<file path="src/rtl/rxf_pkg.sv">
package rxf_pkg;
  localparam int unsigned DATA_W = 8;
  localparam int unsigned WSEL_W = 2;

  typedef enum logic [2:0] {
    RX_WAIT_HI,
    RX_ARMED,
    RX_START,
    RX_DATA,
    RX_PAR,
    RX_STOP
  } rx_state_e;
endpackage

</file>
<file path="src/rtl/rxf_sync.sv">
module rxf_sync #(
  parameter int unsigned STAGES  = 2,
  parameter logic        RST_VAL = 1'b1
) (
  input  logic clk_i,
  input  logic rst_ni,
  input  logic d_i,
  output logic q_o
);
  logic [STAGES-1:0] sr_q;

  generate
    if (STAGES == 1) begin : g_one
      always_ff @(posedge clk_i or negedge rst_ni)
        if (!rst_ni) sr_q <= RST_VAL;
        else         sr_q <= d_i;
    end else begin : g_multi
      always_ff @(posedge clk_i or negedge rst_ni)
        if (!rst_ni) sr_q <= {STAGES{RST_VAL}};
        else         sr_q <= {sr_q[STAGES-2:0], d_i};
    end
  endgenerate

  assign q_o = sr_q[STAGES-1];
endmodule

</file>
<file path="src/rtl/rxf_parity.sv">
module rxf_parity
  import rxf_pkg::*;
(
  input  logic [DATA_W-1:0] data_i,
  input  logic              pbit_i,
  input  logic              en_i,
  input  logic              even_i,
  input  logic              forced_i,
  output logic              err_o
);
  logic ones_odd;

  // data_i is zero-extended, so unused bits do not disturb the count
  assign ones_odd = (^data_i) ^ pbit_i;

  always_comb begin
    if (!en_i)         err_o = 1'b0;
    else if (forced_i) err_o = (pbit_i != ~even_i);
    else if (even_i)   err_o = ones_odd;
    else               err_o = ~ones_odd;
  end
endmodule

</file>
<file path="src/rtl/rxf_ctrl.sv">
module rxf_ctrl
  import rxf_pkg::*;
#(
  parameter int unsigned OVS = 16
) (
  input  logic              clk_i,
  input  logic              rst_ni,
  input  logic              line_i,
  input  logic              tick_i,
  input  logic [WSEL_W-1:0] wlen_sel_i,
  input  logic              par_en_i,
  input  logic              par_err_i,
  output logic [DATA_W-1:0] shift_o,
  output logic              pbit_o,
  output logic [DATA_W-1:0] data_o,
  output logic              valid_o,
  output logic              par_err_o,
  output logic              frm_err_o
);
  localparam int unsigned CW    = $clog2(OVS);
  localparam int unsigned HALF  = OVS / 2;
  localparam int unsigned IW    = $clog2(DATA_W);
  localparam int unsigned MIN_W = DATA_W - 3;

  rx_state_e         state_q;
  logic [CW-1:0]     cnt_q;
  logic [IW-1:0]     idx_q;
  logic [DATA_W-1:0] shift_q;
  logic              pbit_q;
  logic [IW:0]       nbits;
  logic              mid_hit, full_hit, last_bit;

  assign nbits    = (IW+1)'(MIN_W) + (IW+1)'(wlen_sel_i);
  assign mid_hit  = tick_i && (cnt_q == CW'(HALF - 1));
  assign full_hit = tick_i && (cnt_q == CW'(OVS - 1));
  assign last_bit = ({1'b0, idx_q} == nbits - 1'b1);

  always_ff @(posedge clk_i or negedge rst_ni) begin
    if (!rst_ni) begin
      state_q   <= RX_WAIT_HI;
      cnt_q     <= '0;
      idx_q     <= '0;
      shift_q   <= '0;
      pbit_q    <= 1'b0;
      data_o    <= '0;
      valid_o   <= 1'b0;
      par_err_o <= 1'b0;
      frm_err_o <= 1'b0;
    end else begin
      valid_o <= 1'b0;
      if (tick_i) cnt_q <= cnt_q + 1'b1;
      unique case (state_q)
        RX_WAIT_HI: if (line_i) state_q <= RX_ARMED;
        RX_ARMED: if (!line_i) begin
          state_q <= RX_START;
          cnt_q   <= '0;
          idx_q   <= '0;
          shift_q <= '0;
          pbit_q  <= 1'b0;
        end
        RX_START: if (mid_hit) begin
          cnt_q   <= '0;
          state_q <= line_i ? RX_WAIT_HI : RX_DATA;
        end
        RX_DATA: if (full_hit) begin
          cnt_q          <= '0;
          shift_q[idx_q] <= line_i;
          idx_q          <= idx_q + 1'b1;
          if (last_bit) state_q <= par_en_i ? RX_PAR : RX_STOP;
        end
        RX_PAR: if (full_hit) begin
          cnt_q   <= '0;
          pbit_q  <= line_i;
          state_q <= RX_STOP;
        end
        RX_STOP: if (full_hit) begin
          cnt_q     <= '0;
          data_o    <= shift_q;
          par_err_o <= par_err_i;
          frm_err_o <= ~line_i;
          valid_o   <= 1'b1;
          state_q   <= RX_WAIT_HI;
        end
        default: state_q <= RX_WAIT_HI;
      endcase
    end
  end

  assign shift_o = shift_q;
  assign pbit_o  = pbit_q;

  p_valid_single_r8: assert property (@(posedge clk_i) disable iff (!rst_ni)
    valid_o |=> !valid_o);
  p_valid_on_tick_r8: assert property (@(posedge clk_i) disable iff (!rst_ni)
    valid_o |-> $past(tick_i));
  p_idx_bound_r1: assert property (@(posedge clk_i) disable iff (!rst_ni)
    (state_q == RX_DATA) |-> ({1'b0, idx_q} < nbits));
  p_rearm_high_r9: assert property (@(posedge clk_i) disable iff (!rst_ni)
    ((state_q == RX_ARMED) && ($past(state_q) == RX_WAIT_HI)) |-> $past(line_i));
endmodule

</file>
<file path="src/rtl/uart_frame_rx.sv">
module uart_frame_rx
  import rxf_pkg::*;
#(
  parameter int unsigned OVS         = 16,
  parameter int unsigned SYNC_STAGES = 2
) (
  input  logic              clk_i,
  input  logic              rst_ni,
  input  logic              rxd_i,
  input  logic              tick16_i,
  input  logic [WSEL_W-1:0] wlen_sel_i,
  input  logic              par_en_i,
  input  logic              par_even_i,
  input  logic              par_force_i,
  output logic [DATA_W-1:0] data_o,
  output logic              valid_o,
  output logic              par_err_o,
  output logic              frm_err_o
);
  logic              line;
  logic [DATA_W-1:0] shift;
  logic              pbit, perr;

  rxf_sync #(.STAGES(SYNC_STAGES), .RST_VAL(1'b1)) u_sync (
    .clk_i (clk_i),
    .rst_ni(rst_ni),
    .d_i   (rxd_i),
    .q_o   (line)
  );

  rxf_parity u_par (
    .data_i  (shift),
    .pbit_i  (pbit),
    .en_i    (par_en_i),
    .even_i  (par_even_i),
    .forced_i(par_force_i),
    .err_o   (perr)
  );

  rxf_ctrl #(.OVS(OVS)) u_ctrl (
    .clk_i     (clk_i),
    .rst_ni    (rst_ni),
    .line_i    (line),
    .tick_i    (tick16_i),
    .wlen_sel_i(wlen_sel_i),
    .par_en_i  (par_en_i),
    .par_err_i (perr),
    .shift_o   (shift),
    .pbit_o    (pbit),
    .data_o    (data_o),
    .valid_o   (valid_o),
    .par_err_o (par_err_o),
    .frm_err_o (frm_err_o)
  );

  p_zero_ext_r1: assert property (@(posedge clk_i) disable iff (!rst_ni)
    (valid_o && wlen_sel_i == 2'd0) |-> (data_o[DATA_W-1:DATA_W-3] == 3'b000));
  p_no_perr_off_r2: assert property (@(posedge clk_i) disable iff (!rst_ni)
    (valid_o && !par_en_i) |-> !par_err_o);
endmodule

</file>
<file path="config.mk">
export PLATFORM = sky130hd
export DESIGN_NAME = uart_frame_rx
export DESIGN_NICKNAME = d
export VERILOG_FILES = /design/src/rtl/rxf_pkg.sv /design/src/rtl/rxf_sync.sv /design/src/rtl/rxf_parity.sv /design/src/rtl/rxf_ctrl.sv /design/src/rtl/uart_frame_rx.sv
export SDC_FILE = /design/constraint.sdc
export NUM_CORES = 1
export LEC_CHECK = 0
export ABC_AREA = 1
export BUFFER_PORTS_ARGS = -buffer_cell sky130_fd_sc_hd__buf_4
export CELL_PAD_IN_SITES_DETAIL_PLACEMENT = 1
export CELL_PAD_IN_SITES_GLOBAL_PLACEMENT = 1
export CORE_MARGIN = 3
export CORE_UTILIZATION = 38
export DETAILED_ROUTE_END_ITERATION = 10
export GPL_TIMING_DRIVEN = 0
export PLACE_DENSITY_LB_ADDON = 0.25
export SLEW_MARGIN = 25
export SYNTH_ARGS = -nofsm -noshare
export SYNTH_HDL_FRONTEND = slang
export SYNTH_SLANG_ARGS = --single-unit
</file>
<file path="constraint.sdc">
create_clock -name clk_i -period 1.5 [get_ports clk_i]
set_input_delay 0 -clock clk_i [delete_from_list [all_inputs] [get_ports clk_i]]
set_output_delay 0 -clock clk_i [all_outputs]
set_load 0.01 [all_outputs]
</file>
[After elaboration in Yosys (flattened, before gate mapping)]
Index checks and enable logic that the tools add are counted.
Word-level totals
  bits of input ports: 9
  logic and storage cells: 80
  register bits after elaboration: 32
  output and inout port bits: 11
Cells by class
  reductions and logical operators: 12
  equal/unequal tests: 16
  mux-type cells: 32
  bitwise logic cells: 4
  $lt $le $gt $ge: 2
  add/subtract/negate cells: 4
Operators with widths (number)
  $mux 3: 9
  $pmux 3 s6: 1
  $mux 4: 4
  $mux 8: 2
  $pmux 8 s2: 1
  $pmux 4 s3: 1
  $ne 2x1->1 const B: 5
  $mux 1: 9
  $bwmux 8: 1
  $reduce_xor 8->1: 1
  $reduce_and 7->1: 1
  $eq 3x2->1 const B: 2
  $eq 3x3->1 const B: 2
  $pmux 3 s2: 1
  $reduce_and 3->1: 2
  $add 3x2->4 const A: 1
  $add 4x1->4 const B: 1
  $eq 3x4->1: 1
  $eq 4x3->1 const B: 1
  $eq 4x4->1 const B: 1
  $lt 3x4->1 const B: 1
  $ne 2x2->1 const B: 2
  $reduce_bool 2->1: 2
  $sub 4x1->4 const B: 1
  other kinds (13): 17

[Logic depth before layout (Yosys ltp)]
Gate-level depths: netlist of run 1.
  word-level depth: 7
  gate-level depth with buffers: 10
  mapped depth without buffers: 10

[By module]
From an unflattened synthesis of run 1, not the netlist that was laid out.
Second synthesis, totals
  cell total of the unflattened synthesis: 262
  area, all modules: 1834.3 um^2
Modules (own cells, without submodules)
  rxf_ctrl: seq. area each 750.7 um^2, cells each 209, area each 1576.5 um^2, times used 1
  rxf_parity: seq. area each 0.0 um^2, cells each 51, area each 205.2 um^2, times used 1
  rxf_sync: seq. area each 52.6 um^2, cells each 2, area each 52.6 um^2, times used 1

[Worst setup path before layout of run 1]
OpenSTA, ideal clock, no wires.
  path type: reg-to-reg
  start: register u_ctrl.cnt_q[0]
  end: register u_ctrl.shift_q[7] (netlist: u_ctrl.shift_o[7])
  period minus slack after synthesis: 1.406 ns
  library setup time: 0.121 ns
  buffers on the path: 1
  setup slack: 0.094 ns
  cell stages (with the launch flop): 10
  arrival time: 1.285 ns
  data required time: 1.379 ns
  path through: dfrtp_1 > ha_1 > nand4_1 > inv_1 > nand2_1 > a21oi_4 > buf_6 > nand2_1 > nand2_1 > o21ai_1
Between the ends
  cells in the longest elaborated chain, start to end: 4
Ends and longest elaborated chain
  from (decl): line rxf_ctrl.sv:26  | logic [CW-1:0] cnt_q;
  from (signal assigned): line rxf_ctrl.sv:51  | if (tick_i) cnt_q <= cnt_q + 1'b1;
  $eq 4x4->1: line rxf_ctrl.sv:35  | assign full_hit = tick_i && (cnt_q == CW'(OVS - 1));
  $logic_and 1x1->1: line rxf_ctrl.sv:35
  $ne 2x1->1 (no line)
  $reduce_and 3->1 (no line)
  to (signal, indexed assignment): line rxf_ctrl.sv:67  | shift_q[idx_q] <= line_i;
  to (decl): line rxf_ctrl.sv:28  | logic [DATA_W-1:0] shift_q;
Every way passes these cells.
A chain may end at the register's enable or synchronous reset.

[Final worst setup path of run 1]
  start: register u_ctrl.cnt_q[0]
  end: register u_ctrl.shift_q[5] (netlist: u_ctrl.shift_o[5])
Same word-level chain as after synthesis.

==> flow_summary.yaml, run 1 <==
status:
  status: "finished, final reports clean"
synth:
  synth_area_sq_mm: 0.00177
  yosysWarningCount: 0
  synth_cell_types: 26
  synth_nets: 252
  synthCells: 241
  synth-seq-cells: 32
  postSynthAreaPerCell_sq_um: 7.33
  synth_seq_area_share_pct: 45.5
global_route:
  overflow: 0
  grt_max_degree: 33
  gr-usage-all-layers_pct: 17.8
  grt_pass1_wl_mm: 7.53
  grt_pass1_vias: 1656
  antenna_found_initial: 0
power_and_ir_drop:
  leakagePower_nw: 1.09
  power_density_mw_per_mm2: 1350
  ir_drop_uv: 646
sta:
  setup_viol: 0
  rsz0062_at_grt: "yes"
  fin_tns_setup_ns: 0
  hold_violations: 0
  skew_ns: 0.00465
  max_clock_freq_ghz: 0.670
  fin_crit_sh_pct: 99.4
  fin_crit_ns: 1.49
  final-max-slew-violation-count: 0
  worst_slew_pin_slew_ns: 0.421
  slew_headroom_pct: 71.9
clock_tree:
  clkSlewWorstSetupHoldPaths_ns: 0.07
  cts_tree: "built"
  root_buffer: "clkbuf_8"
  h-tree-depth: 2
  clock_path_buffers: 2
  cts_buffers: 5
  cts_sinks: 32
  worstSkewPairLatency_ns: 0.29
setup_path:
  worst_setup_path_start_kind: "flip-flop"
  critical_path.most_common_cell: "nand2_1"
  crit_path_cell_trace: "ha_2, nand4_1, inv_2, nand2_2, a21oi_4, buf_6, nand2_1, nand2_1, o21ai_1"
  worst_path_largest_cell_delay_ns: 0.37
  cp.buffers_inverters: 2
  crit_arrival_ns: 1.67
  critPathKind: "flip-flop to flip-flop"
  slowest_stage: "dfrtp_1"
  worstPathRequired_ns: 1.68
  critPathCaptureType: "flip-flop"
  crit_family: "flip-flops"
  crit_fanout: 6
route:
  drc: 0
  viasPerCell: 4.99
  wl_met1_mm: 1.93
  firstDrtPassIters: 4
  met2_length_mm: 2.16
  final_antenna_net_count: 0
  drt_iter0_drc: 29
  vias: 1616
  met3_length_microns: 172
  drt-wirelength-per-cell_microns: 13.5
  drt_wl_total_mm: 4.36
  highest_layer: "met4"
die:
  rows: 24
  die_x_microns: 74.2
  start_util_pct: 40.0
  dieArea_sq_mm: 0.00550
  ioPinCount: 20
  die_h_microns: 74.2
  core_area_sq_mm: 0.00441
cells_and_area:
  drive_above_1_share_pct: 22.8
  finalNonFillerCells: 324
  syn_to_final_growth_pct: 23.7
  final_nets: 283
  diodes: 0
worst_hold_path:
  hold_path.class: "input pin to flip-flop"
run:
  maxCapViolCount: 0
place:
  numPortBuffers: 18
  gp_congestion: 0.739
  place_hpwl_mm: 3.16
  placed_cells: 311
worst paths after layout:
path                                     end  slack (ns)       startpoint  cells past startpoint
min in group asynchronous   u_ctrl.data_o[4]        0.20           rst_ni                      2
setup / recovery           u_ctrl.shift_o[5]       0.008  u_ctrl.cnt_q[0]                      9
setup reg to reg           u_ctrl.shift_o[5]       0.008  u_ctrl.cnt_q[0]                      9
max in group asynchronous     u_sync.sr_q[0]        0.97           rst_ni                      2
hold / removal               u_ctrl.cnt_q[0]        0.08         tick16_i                      3
hold reg to reg               u_sync.sr_q[1]        0.36   u_sync.sr_q[0]                      0
power breakdown:
part           switching, mW  total (mW)  internal, mW
clock                  0.317       0.726         0.408
combinational          0.716        1.13         0.416
sequential             0.116        1.09         0.975
layout make-up:
| class | count | area, sq um |
|---|---|---|
| sequential | 32 | 806 |
| fill | 580 | 2230 |
| buffer | 7 | 53.8 |
| tap | 52 | 65.1 |
| timing repair buffer | 25 | 194 |
| inverter | 27 | 104 |
| multi-input combinational | 174 | 865 |
| clock buffer | 7 | 96.3 |
sequential cells by signal, indices dropped and copies added (netlist names):
register / cells
u_ctrl.cnt_q: 4
u_ctrl.data_o: 8
u_ctrl.frm_err_o: 1
u_ctrl.idx_q: 3
u_ctrl.par_err_o: 1
u_ctrl.pbit_o: 1
u_ctrl.shift_o: 8
u_ctrl.state_q: 3
u_ctrl.valid_o: 1
u_sync.sr_q: 2
synthesized netlist by cell type:
cell / n / share of area, %
nand2_1: 88 / 19
dfrtp_1: 30 / 43
inv_1: 23 / 4.9
o21ai_0: 21 / 6.0
nor2_1: 18 / 3.8
nand3_1: 15 / 4.3
nand4_1: 7 / 2.5
o21ai_1: 7 / 2.0
xor2_1: 4 / 2.0
a21oi_1: 3 / 0.85
buf_2: 3 / 0.85
clkbuf_1: 3 / 0.64
inv_2: 3 / 0.64
dfstp_2: 2 / 3.0
ha_1: 2 / 1.4
xnor2_1: 2 / 0.99
a21boi_2: 1 / 0.64
a21oi_4: 1 / 0.92
and3_1: 1 / 0.35
buf_6: 1 / 0.64
clkbuf_2: 1 / 0.28
clkinv_1: 1 / 0.21
mux2i_1: 1 / 0.57
nor2_2: 1 / 0.35
nor3_2: 1 / 0.57
o21ai_2: 1 / 0.50
stage by stage:
stage | util (%) | hold WS [ns] | power (mW) | worst slack (ns) | area [sq um]
global placement | 44.5 | -0.0346 | 2.04 | -0.111 | 1970
CTS | 48.2 | 0.0642 | 2.91 | -0.0405 | 2130
floorplan | - | -0.296 | 1.84 | 0.0940 | 1770
finish | 49.5 | 0.0817 | 2.95 | 0.00847 | 2180
detailed placement | 44.5 | -0.0272 | 2.10 | -0.139 | 1970
global route | 49.5 | 0.110 | 3.20 | -0.127 | 2180
per-layer routing:
layer,GRT usage [%],vias to the layer above
li1,-,823
met1,21.2,757
met2,30.8,29
met3,4.86,7
met4,6.04,0
met5,0,-
worst reg2reg max path: cells and delay by family (launching register included):
family          cells  cell delay, ns
simple gates        4            0.32
compound gates      2            0.25
fa+ha+maj           1            0.20
flops               1            0.37
buf+inv             2            0.25
placed cells by master, fill, tap and decap left out, drive strengths merged, types with 2 or more instances in the layout:
cell / n
dfstp: 2
nand2: 88
clkbuf: 8
dlygate4sd3: 2
xnor2: 2
nor2: 19
ha: 2
xor2: 4
a21oi: 4
nand3: 15
nand4: 7
buf: 29
dfrtp: 30
inv: 27
o21ai: 29
repair_timing:
item | in CTS | in global routing
pin swaps | 3 | 3
hold buffers | 2 | 0
gates cloned | 1 | 1
endpoints found under the hold margin | 33 | 0
buffers inserted | 3 | 0
resized for setup | 10 | 26
setup endpoints to repair | 28 | 29
logic make-up after synthesis:
family	share of synthesized area, %
AOI/OAI and AO/OA	10.8
xor gates and xnor gates	2.98
DFF	45.5
and+or+nand+nor	30.5
buffers and inverters	8.15
adders and majority gates	1.42
muxes	0.567
Power figures use the tool's default switching activity.
==> run 2, diff against run 1 <==
Settings changed: REMOVE_ABC_BUFFERS from default to 1.
==> run 2 against run 1 <==
  * First-iteration DRC count rose by 72%
  * Register-to-register slack barely moved
  * Routed wire length fell by 6.8%
  * Power rose by 0.65%
  * Die area did not move
  * Final cell count fell by 0.93%
  * Global-route usage fell by 1.2 points
  * Count of clock-buffer cells in the layout fell by 1
  * Sequential cell count did not move
  * Sequential share of layout area rose by 0.29 points
  * Non-clock buffer count fell by 4
  * Worst hold slack got worse by 0.041 ns
==> flow_summary.yaml, run 2 (synthesis gave the netlist of run 1 again) <==
status:
  status: "finished, final reports clean"
global_route:
  grt_pass1_wl_mm: 6.91
  grt_pass1_vias: 1493
  antenna_found_initial: 0
  overflow: 0
  gr-usage-all-layers_pct: 16.6
  grt_max_degree: 33
cells_and_area:
  final_nets: 280
  fin_area_sq_mm: 0.00217
  final_common_cell: "nand2_1"
  seq_area_sq_um: 807
  diodes: 0
  syn_to_final_growth_pct: 22.9
  final.fill_count: 563
  final_cell_mix: "86 x nand2_1, 27 x dfrtp_1, 25 x buf_4"
  drive_above_1_share_pct: 21.6
  multi_input_area_sq_um: 880
die:
  die_h_microns: 74.2
  ioPinCount: 20
  start_util_pct: 40.0
  rows: 24
  die_x_microns: 74.2
  dieArea_sq_mm: 0.00550
  core_area_sq_mm: 0.00441
clock_tree:
  clock_path_buffers: 2
  cts_buffers: 5
  clkSlewWorstSetupHoldPaths_ns: 0.06
  h-tree-depth: 2
  cts_tree: "built"
  root_buffer: "clkbuf_8"
  cts_sinks: 32
  worstSkewPairLatency_ns: 0.28
route:
  viasPerCell: 4.97
  final_antenna_net_count: 0
  drt_iter0_drc: 50
  drc: 0
  drt_wl_total_mm: 4.07
  drt-wirelength-per-cell_microns: 12.7
  firstDrtPassIters: 4
  vias: 1595
sta:
  max_clock_freq_ghz: 0.675
  fin_tns_setup_ns: 0
  fin_crit_ns: 1.48
  hold_violations: 0
  worst_slew_pin_slew_ns: 0.413
  setup_viol: 0
  fin_crit_sh_pct: 98.8
  worst_slack_ns: 0.0175
  slew_headroom_pct: 72.5
  skew_ns: 0.00361
  final-max-slew-violation-count: 0
  rsz0062_at_grt: "yes"
setup_path:
  crit_fanout: 5
  crit_arrival_ns: 1.65
  slowest_stage: "dfrtp_2"
  worstPathRequired_ns: 1.67
  critPathCaptureType: "flip-flop"
  crit_path_cell_trace: "buf_4, nand3_4, nand2_1, nand2_1, and3_4, a21boi_4, nor2_1"
  critical_path.most_common_cell: "nand2_1"
  critPathKind: "flip-flop to flip-flop"
  worst_setup_path_start_kind: "flip-flop"
  rr_worst_depth: 7
  worst_path_largest_cell_delay_ns: 0.43
worst_hold_path:
  hold_path.class: "input pin to flip-flop"
  hold_path_depth: 3
place:
  placed_area_sq_mm: 0.00193
  place_hpwl_mm: 2.71
  dp_worst_setup_slack_ns: -0.385
  gp_congestion: 0.771
  numPortBuffers: 19
power_and_ir_drop:
  pwr-share-comb_pct: 41.3
  power_density_mw_per_mm2: 1370
  leakagePower_nw: 1.04
  ir_drop_uv: 651
  swShare_pct: 39.2
  clkPwrFrac_pct: 20.9
  seqPwrFrac_pct: 37.8
  p_int_mw: 1.80
  switchingPower_mw: 1.16
run:
  maxCapViolCount: 0
run 2: worst max-delay path: cells and delay by family, from the launching register on:
kind            cells  cell delay [ns]
flops               1             0.43
buf+inv             1             0.15
simple gates        5             0.58
compound gates      1             0.22
run 2: path summary, 6_finish.rpt:
path | slack, ns | to | from
max | 0.02 | u_ctrl.cnt_q[2] | u_ctrl.state_q[1]
min reg2reg | 0.36 | u_sync.sr_q[1] | u_sync.sr_q[0]
max reg2reg | 0.02 | u_ctrl.cnt_q[2] | u_ctrl.state_q[1]
min | 0.04 | u_ctrl.cnt_q[0] | tick16_i
min in group asynchronous | 0.20 | u_ctrl.cnt_q[0] | rst_ni
max in group asynchronous | 0.97 | u_sync.sr_q[0] | rst_ni
run 2: metal layers:
layer	GRT usage (%)	share of wire, %	up-vias
li1	-	-	819
met2	26.1	46	23
met5	0	0	-
met3	4.86	4.0	6
met1	21.7	48	747
met4	6.04	1.5	0
run 2: layout make-up:
class	instances	area share (%)
clock inverter	1	0.231
tap	52	3.00
clock buffer	6	3.34
timing repair buffer	28	10.5
timing repair inverter	1	0.346
multi-input combinational	174	40.5
inverter	27	4.84
sequential	32	37.2
run 2: through the flow:
stage                     std cells  power, mW  util (%)  hold slack, ns
after global routing            321       3.22      49.1          0.0495
after global placement          304       1.99      43.7         -0.0322
after detailed placement        304       2.02      43.7         -0.0291
after floorplan                 233       1.79         -          -0.296
final                           321       2.97      49.1          0.0406
after CTS                       319       2.82      47.8          0.0253
run 2: timing repair:
| action | in CTS | in global routing |
|---|---|---|
| cloned | 1 | 0 |
| resized for setup | 9 | 14 |
| hold endpoints to repair | 33 | 0 |
| setup buffers | 5 | 2 |
| hold buffers | 2 | 0 |
| setup endpoints to repair | 25 | 29 |
| pin swaps | 2 | 2 |
run 2: power groups by stage:
stage	Clock (mW)	Sequential, mW	Combinational (mW)
final	0.621	1.12	1.23
after CTS	0.649	1.10	1.06
after global placement	0	1.11	0.884
after detailed placement	0	1.11	0.907
after global routing	0.682	1.14	1.39
after floorplan	0	1.08	0.706
